===== config.mk =====
export PLATFORM = sky130hd
export DESIGN_NAME = cplx_out_fmt
export DESIGN_NICKNAME = d
export VERILOG_FILES = /design/src/rtl/ofmt_pkg.sv /design/src/rtl/ofmt_rst_sync.sv /design/src/rtl/ofmt_mode_ctl.sv /design/src/rtl/ofmt_lane.sv /design/src/rtl/cplx_out_fmt.sv
export SDC_FILE = /design/constraint.sdc
export NUM_CORES = 1
export LEC_CHECK = 0
export ABC_CLOCK_PERIOD_IN_PS = 11900
export BUFFER_PORTS_ARGS = -buffer_cell sky130_fd_sc_hd__buf_2
export CORE_ASPECT_RATIO = 2
export CORE_MARGIN = 5
export CORE_UTILIZATION = 38
export DETAILED_ROUTE_END_ITERATION = 8
export SLEW_MARGIN = 40
export SYNTH_ARGS = -nofsm -noshare
export SYNTH_HDL_FRONTEND = slang
export SYNTH_SLANG_ARGS = --single-unit

===== constraint.sdc =====
create_clock -name clk -period 11.9 [get_ports clk]
set_clock_uncertainty 0.1 [all_clocks]
set_input_delay 2.975 -clock clk [delete_from_list [all_inputs] [get_ports clk]]
set_output_delay 2.975 -clock clk [all_outputs]
set_load 0.01 [all_outputs]

===== src/rtl/ofmt_pkg.sv =====
package ofmt_pkg;

  typedef enum logic [2:0] {
    OM_CASC  = 3'd0,
    OM_REAL  = 3'd1,
    OM_IMAG  = 3'd2,
    OM_ILV   = 3'd3,
    OM_ILV2X = 3'd4,
    OM_CX1   = 3'd5,
    OM_CX2   = 3'd6,
    OM_CX3   = 3'd7
  } omode_e;

  // per-lane source selection
  typedef struct packed {
    logic       zero;
    logic       use_im;
    logic [1:0] src;
  } lsel_t;

  function automatic omode_e mode_decode(input logic [1:0] msel, input logic cplx, input logic dbl);
    omode_e m;
    unique case (msel)
      2'b00:   m = OM_CASC;
      2'b01:   m = cplx ? OM_CX1 : OM_REAL;
      2'b10:   m = cplx ? OM_CX2 : OM_IMAG;
      default: m = cplx ? OM_CX3 : (dbl ? OM_ILV2X : OM_ILV);
    endcase
    return m;
  endfunction

  // lane 0: shared A, 1: shared B, 2: primary A, 3: primary B
  function automatic lsel_t lane_route(input omode_e m, input logic [1:0] lane);
    lsel_t s;
    s.zero   = 1'b0;
    s.use_im = 1'b0;
    s.src    = lane;
    unique case (m)
      OM_CASC: begin
        s.zero   = (lane < 2'd2);
        s.src    = 2'd0;
        s.use_im = (lane == 2'd3);
      end
      OM_REAL:  s.use_im = 1'b0;
      OM_IMAG:  s.use_im = 1'b1;
      OM_CX1: begin
        if (lane == 2'd1) begin s.src = 2'd0; s.use_im = 1'b1; end
      end
      OM_CX2: begin
        if (lane == 2'd3) begin s.src = 2'd2; s.use_im = 1'b1; end
      end
      OM_CX3: begin
        if (lane == 2'd1) begin s.src = 2'd0; s.use_im = 1'b1; end
        if (lane == 2'd3) begin s.src = 2'd2; s.use_im = 1'b1; end
      end
      default: s.use_im = 1'b0;
    endcase
    return s;
  endfunction

endpackage


===== src/rtl/ofmt_rst_sync.sv =====
module ofmt_rst_sync (
  input  logic clk,
  input  logic rst_n,
  output logic rst_sync_n
);
  logic [1:0] sync_q;

  always_ff @(posedge clk or negedge rst_n) begin
    if (!rst_n) sync_q <= 2'b00;
    else        sync_q <= {sync_q[0], 1'b1};
  end

  assign rst_sync_n = sync_q[1];
endmodule


===== src/rtl/ofmt_mode_ctl.sv =====
module ofmt_mode_ctl
  import ofmt_pkg::*;
(
  input  logic       clk,
  input  logic       rst_n,
  input  logic       samp_ce,
  input  logic [1:0] mode_sel,
  input  logic       cplx_sel,
  input  logic       dbl_sel,
  output omode_e     mode_cur,
  output logic       lane_ld,
  output logic       lane_cap,
  output logic       lane_use_hold,
  output logic       word_real,
  output logic       oe_q
);
  omode_e mode_q, mode_d;
  logic   ph_q, ph_d;
  logic   oe_d;
  logic   chg, eff_ph, ilv, dbl_act;

  // next-state logic
  always_comb begin
    mode_d   = mode_decode(mode_sel, cplx_sel, dbl_sel);
    chg      = (mode_d != mode_q);
    eff_ph   = chg ? 1'b0 : ph_q;
    ilv      = (mode_d == OM_ILV);
    dbl_act  = (mode_d == OM_ILV2X);

    lane_ld  = samp_ce | dbl_act;
    if (ilv) begin
      lane_use_hold = eff_ph;
      lane_cap      = samp_ce & ~eff_ph;
    end else if (dbl_act) begin
      lane_use_hold = ~samp_ce;
      lane_cap      = samp_ce;
    end else begin
      lane_use_hold = 1'b0;
      lane_cap      = 1'b0;
    end
    word_real = (ilv | dbl_act) & ~lane_use_hold;

    if (ilv && samp_ce) ph_d = ~eff_ph;
    else if (chg)       ph_d = 1'b0;
    else                ph_d = ph_q;

    oe_d     = (mode_d != OM_CASC);
    mode_cur = mode_d;
  end

  // registers
  always_ff @(posedge clk or negedge rst_n) begin
    if (!rst_n) begin
      mode_q <= OM_CASC;
      ph_q   <= 1'b0;
      oe_q   <= 1'b0;
    end else begin
      mode_q <= mode_d;
      ph_q   <= ph_d;
      oe_q   <= oe_d;
    end
  end
endmodule


===== src/rtl/ofmt_lane.sv =====
module ofmt_lane
  import ofmt_pkg::*;
#(
  parameter int DW   = 20,
  parameter int NSUM = 4,
  parameter int LANE = 0
) (
  input  logic               clk,
  input  logic               rst_n,
  input  logic [NSUM*DW-1:0] re_all,
  input  logic [NSUM*DW-1:0] im_all,
  input  lsel_t              sel,
  input  logic               ld,
  input  logic               cap,
  input  logic               use_hold,
  output logic [DW-1:0]      data_q
);
  logic [DW-1:0] hold_q, hold_d, data_d, pick;

  always_comb begin
    pick = sel.use_im ? im_all[sel.src*DW +: DW] : re_all[sel.src*DW +: DW];
    if (use_hold)      data_d = hold_q;
    else if (sel.zero) data_d = '0;
    else               data_d = pick;
    hold_d = cap ? im_all[LANE*DW +: DW] : hold_q;
  end

  always_ff @(posedge clk or negedge rst_n) begin
    if (!rst_n) begin
      data_q <= '0;
      hold_q <= '0;
    end else begin
      hold_q <= hold_d;
      if (ld) data_q <= data_d;
    end
  end
endmodule


===== src/rtl/cplx_out_fmt.sv =====
module cplx_out_fmt
  import ofmt_pkg::*;
#(
  parameter int DW   = 20,
  parameter int NSUM = 4
) (
  input  logic               clk,
  input  logic               rst_n,
  input  logic               samp_ce_i,
  input  logic [1:0]         mode_sel_i,
  input  logic               cplx_sel_i,
  input  logic               dbl_sel_i,
  input  logic               strobe_en_i,
  input  logic [NSUM*DW-1:0] sum_re_i,
  input  logic [NSUM*DW-1:0] sum_im_i,
  output logic [DW-1:0]      bi_a_o,
  output logic [DW-1:0]      bi_b_o,
  output logic [DW-1:0]      pri_a_o,
  output logic [DW-1:0]      pri_b_o,
  output logic               bi_oe_o,
  output logic               strb_o
);
  localparam int NLANE = 4;

  logic          rst_s_n;
  omode_e        mode_cur;
  logic          lane_ld, lane_cap, lane_use_hold, word_real;
  logic          strb_q, strb_d;
  logic [DW-1:0] lane_q [NLANE];

  ofmt_rst_sync rst_i (
    .clk        (clk),
    .rst_n      (rst_n),
    .rst_sync_n (rst_s_n)
  );

  ofmt_mode_ctl ctl_i (
    .clk           (clk),
    .rst_n         (rst_s_n),
    .samp_ce       (samp_ce_i),
    .mode_sel      (mode_sel_i),
    .cplx_sel      (cplx_sel_i),
    .dbl_sel       (dbl_sel_i),
    .mode_cur      (mode_cur),
    .lane_ld       (lane_ld),
    .lane_cap      (lane_cap),
    .lane_use_hold (lane_use_hold),
    .word_real     (word_real),
    .oe_q          (bi_oe_o)
  );

  for (genvar g = 0; g < NLANE; g++) begin : g_lane
    lsel_t sel;
    assign sel = lane_route(mode_cur, 2'(g));
    ofmt_lane #(.DW(DW), .NSUM(NSUM), .LANE(g)) lane_i (
      .clk      (clk),
      .rst_n    (rst_s_n),
      .re_all   (sum_re_i),
      .im_all   (sum_im_i),
      .sel      (sel),
      .ld       (lane_ld),
      .cap      (lane_cap),
      .use_hold (lane_use_hold),
      .data_q   (lane_q[g])
    );
  end

  always_comb strb_d = lane_ld ? (strobe_en_i & word_real) : strb_q;

  always_ff @(posedge clk or negedge rst_s_n) begin
    if (!rst_s_n) strb_q <= 1'b0;
    else          strb_q <= strb_d;
  end

  assign bi_a_o  = lane_q[0];
  assign bi_b_o  = lane_q[1];
  assign pri_a_o = lane_q[2];
  assign pri_b_o = lane_q[3];
  assign strb_o  = strb_q;
endmodule


==> key figures <==
Placement
  – Placed instance area: 11300 sq um
  – Dpl cells: 1582
  – Dpl hpwl: 27700 um
  – Placement Setup Slack: 5.33 ns
  – I/O Buffers: 249
  – GP Congestion: 0.894

Worst setup path
  – CP max FO: 68
  – Most frequent CP cell: buf_4
  – Setup crit start kind: input port
  – R2r worst-path depth: 6
  – CP peak stage delay: 0.60 ns
  – Reg2Reg Setup Slack: 9.14 ns
  – Crit Path Class: in -> reg
  – Crit path cell chain: buf_2, buf_4, o21ai_0, a21boi_1, o21a_1, buf_4, nand3_2, buf_4, a221o_1
  – Reg2reg start: ctl_i.mode_q[1]
  – Crit path DAT: 6.11 ns
  – CP Capture Type: register
  – WP buf/inv: 4
  – RR Endpoint: g_lane[3].lane_i.hold_q[6]
  – CP max-delay cell: buf_4
  – Gate family responsible for the most delay along the worst path: compound AO/OA/AOI/OAI gates
  – CP required: 12.12 ns

Routing
  – DRC: 0
  – Final antenna-violating net count: 0
  – Via density: 5.93
  – Drt pass-1 iters: 7
  – Vias: 9584
  – Routed len/inst: 24.2 um
  – Final WL: 39200 um
  – Initial DRC count: 754

Logic synthesis
  – Sequential area share after synthesis: 0.426
  – Synthesized flop and latch total: 168
  – Syn nets: 1243
  – EDFF count, synth: 0
  – Syn Inst Count: 1075
  – Syn avg cell area: 9.17 sq um
  – Post-synth cell types: 43
  – Netlist Area Pre-Place: 9860 sq um
  – Dominant synthesized flop cell: dfrtp_1
  – Share of synthesized flip-flops with an asynchronous set or reset: 1.00
  – Syn. warnings: 0

Floorplan
  – # rows: 83
  – Core Area: 25700 sq um
  – Die area: 29500 sq um
  – Initial Util: 0.384
  – Chip Height: 238 um
  – Die W: 124 um
  – Io pins: 250

Timing
  – Slew @ Worst Pin: 0.848 ns
  – Final setup violation count: 0
  – Final Hold Violating Endpoints: 0
  – Slew margin rel.: 0.434
  – Final period util: 0.495
  – Unrepaired setup endpoints after global routing: false
  – Worst hold margin: 0.238 ns
  – Final setup margin: 6.01 ns
  – Fmax: 0.170 GHz
  – Pins Over Slew Limit: 0
  – Min cycle time layout: 5.89 ns
  – Setup TNS: 0 ns

Clocking
  – Clock root buffer master: clkbuf_16
  – CTS Hold Bufs: 0
  – Clk slew on worst S/H paths: 0.07 ns
  – Post-CTS Setup Bufs: 0
  – Clock sinks: 168
  – Clock latency on the worst-skew pair: 0.45 ns
  – Clock Path Buffers: 2
  – CTS buffer count: 17
  – Post_cts resized: 0
  – CTS tree: yes
  – H-tree depth: 4

Global routing
  – Largest net degree at the start of global routing: 82
  – Global-route wire length before repair: 57600 um
  – GRT overflow: 0
  – Gr usage total: 0.264
  – Vias in the first global route: 9438
  – Initial antenna violation count: 1

Finish
  – Non-Filler Instances: 1617
  – Fill cell count: 2608
  – Nets: 1430
  – Layout Utilization: 0.465
  – Layout cell share with drive strength beyond 1: 0.267
  – Design area: 11900 sq um
  – Area added between synthesis and finish: 21.1%

Power
  – Psw: 500 uW
  – Leak Pwr: 5.25 nW
  – Combinational power share: 0.203
  – Sequential share of power: 0.445
  – Net Sw Frac: 0.303
  – Cell Pwr Density: 138 nW/um^2
  – Design Power: 1.65 mW
  – Int Pwr: 1.15 mW
  – Clock power frac: 0.352
  – Max IR drop VDD: 75.7 uV

Run
  – # Max-Cap Violations: 0

Status
  – Status: completed

Min path
  – Hold Path Class: reg -> async
[state kept, by name (all words and copies together), names as in the netlist]
register	flops
strb_o	1
g_lane.lane_i.data_q	80
ctl_i.ph_q	1
ctl_i.mode_q	3
g_lane.lane_i.hold_q	80
rst_i.sync_q	2
ctl_i.oe_q	1
[layout make-up]
| cell class | instances | area, sq um | area share |
|---|---|---|---|
| inverters | 3 | 11.3 | 0.000943 |
| clock buffers | 22 | 494 | 0.0414 |
| repair buffers | 275 | 1460 | 0.122 |
| clock inverters | 10 | 118 | 0.00985 |
| well taps | 340 | 425 | 0.0356 |
| flip-flops and latches | 168 | 4210 | 0.353 |
| multi-input cells | 797 | 5210 | 0.437 |
| diodes | 2 | 5.00 | 0.000419 |
[worst max-delay path by stage]
stage | startpoint | endpoint | slack [ns] | cells past startpoint
after floorplan | rst_i.sync_q[1] | ctl_i.mode_q[0] | 6.77 | 0
after global placement | mode_sel_i[0] | g_lane[0].lane_i.data_q[18] | 5.38 | 9
after CTS | mode_sel_i[0] | g_lane[0].lane_i.data_q[18] | 5.79 | 9
final | cplx_sel_i | g_lane[0].lane_i.data_q[18] | 6.01 | 9
after global routing | cplx_sel_i | g_lane[3].lane_i.data_q[11] | 5.83 | 9
after detailed placement | mode_sel_i[0] | g_lane[0].lane_i.data_q[18] | 5.33 | 9
[per-layer routing]
layer	up-vias	routed length (um)	global-route usage
li1	4325	-	-
met1	4657	14600	0.312
met2	469	18600	0.417
met3	133	2590	0.0481
met4	0	3400	0.200
met5	-	0	0
[power groups by stage]
stage               Sequential (mW)  Clock (mW)  Combinational, mW
global placement              0.740           0              0.327
finish                        0.734       0.580              0.335
floorplan                     0.746           0              0.179
CTS                           0.734       0.593              0.336
detailed placement            0.744           0              0.336
global route                  0.745       0.616              0.368
[layout by cell type (no fill, tap or decap), types with 22 or more instances in the layout]
| master | instances |
|---|---|
| buf_4 | 25 |
| a31oi_1 | 29 |
| nor3_1 | 22 |
| a21oi_1 | 80 |
| dfrtp_1 | 167 |
| and3_1 | 29 |
| nor2_1 | 62 |
| o21ai_0 | 41 |
| a221o_1 | 51 |
| mux2i_1 | 40 |
| mux2_1 | 79 |
| nand4_1 | 29 |
| nand2_1 | 188 |
| buf_2 | 248 |
[kinds of logic (layout without fill, tap and decap cells)]
kind of cell	count (synthesis)	count (layout)	synth area share
AO/OA/AOI/OAI	290	290	0.201
XOR/XNOR	2	2	0.00178
buffers and inverters	110	310	0.0500
flip-flops	168	168	0.426
multiplexers	140	140	0.155
other	1	3	0.000380
AND/OR/NAND/NOR	364	364	0.165
[Yosys cell counts (21+ instances only)]
cell type / count / share of area
and3_1: 29 / 0.018
nor2b_1: 22 / 0.014
nor2_1: 63 / 0.024
a221o_1: 51 / 0.052
a21oi_1: 80 / 0.041
nand2_1: 188 / 0.072
dfrtp_1: 168 / 0.43
nor3_1: 24 / 0.012
mux2_1: 79 / 0.090
nand4_1: 29 / 0.018
mux2_2: 21 / 0.024
a31oi_1: 29 / 0.018
clkbuf_1: 77 / 0.029
o21ai_0: 41 / 0.021
mux2i_1: 40 / 0.041
[worst register-to-register path: cells and delay by family (launching register included)]
kind | cells | cell delay, ns
flops | 1 | 0.41
buf+inv | 1 | 0.37
xor+xnor | 1 | 0.17
mux | 1 | 0.45
compound gates | 2 | 0.77
simple gates | 1 | 0.37
No activity file was read; power rests on OpenSTA's default activity.
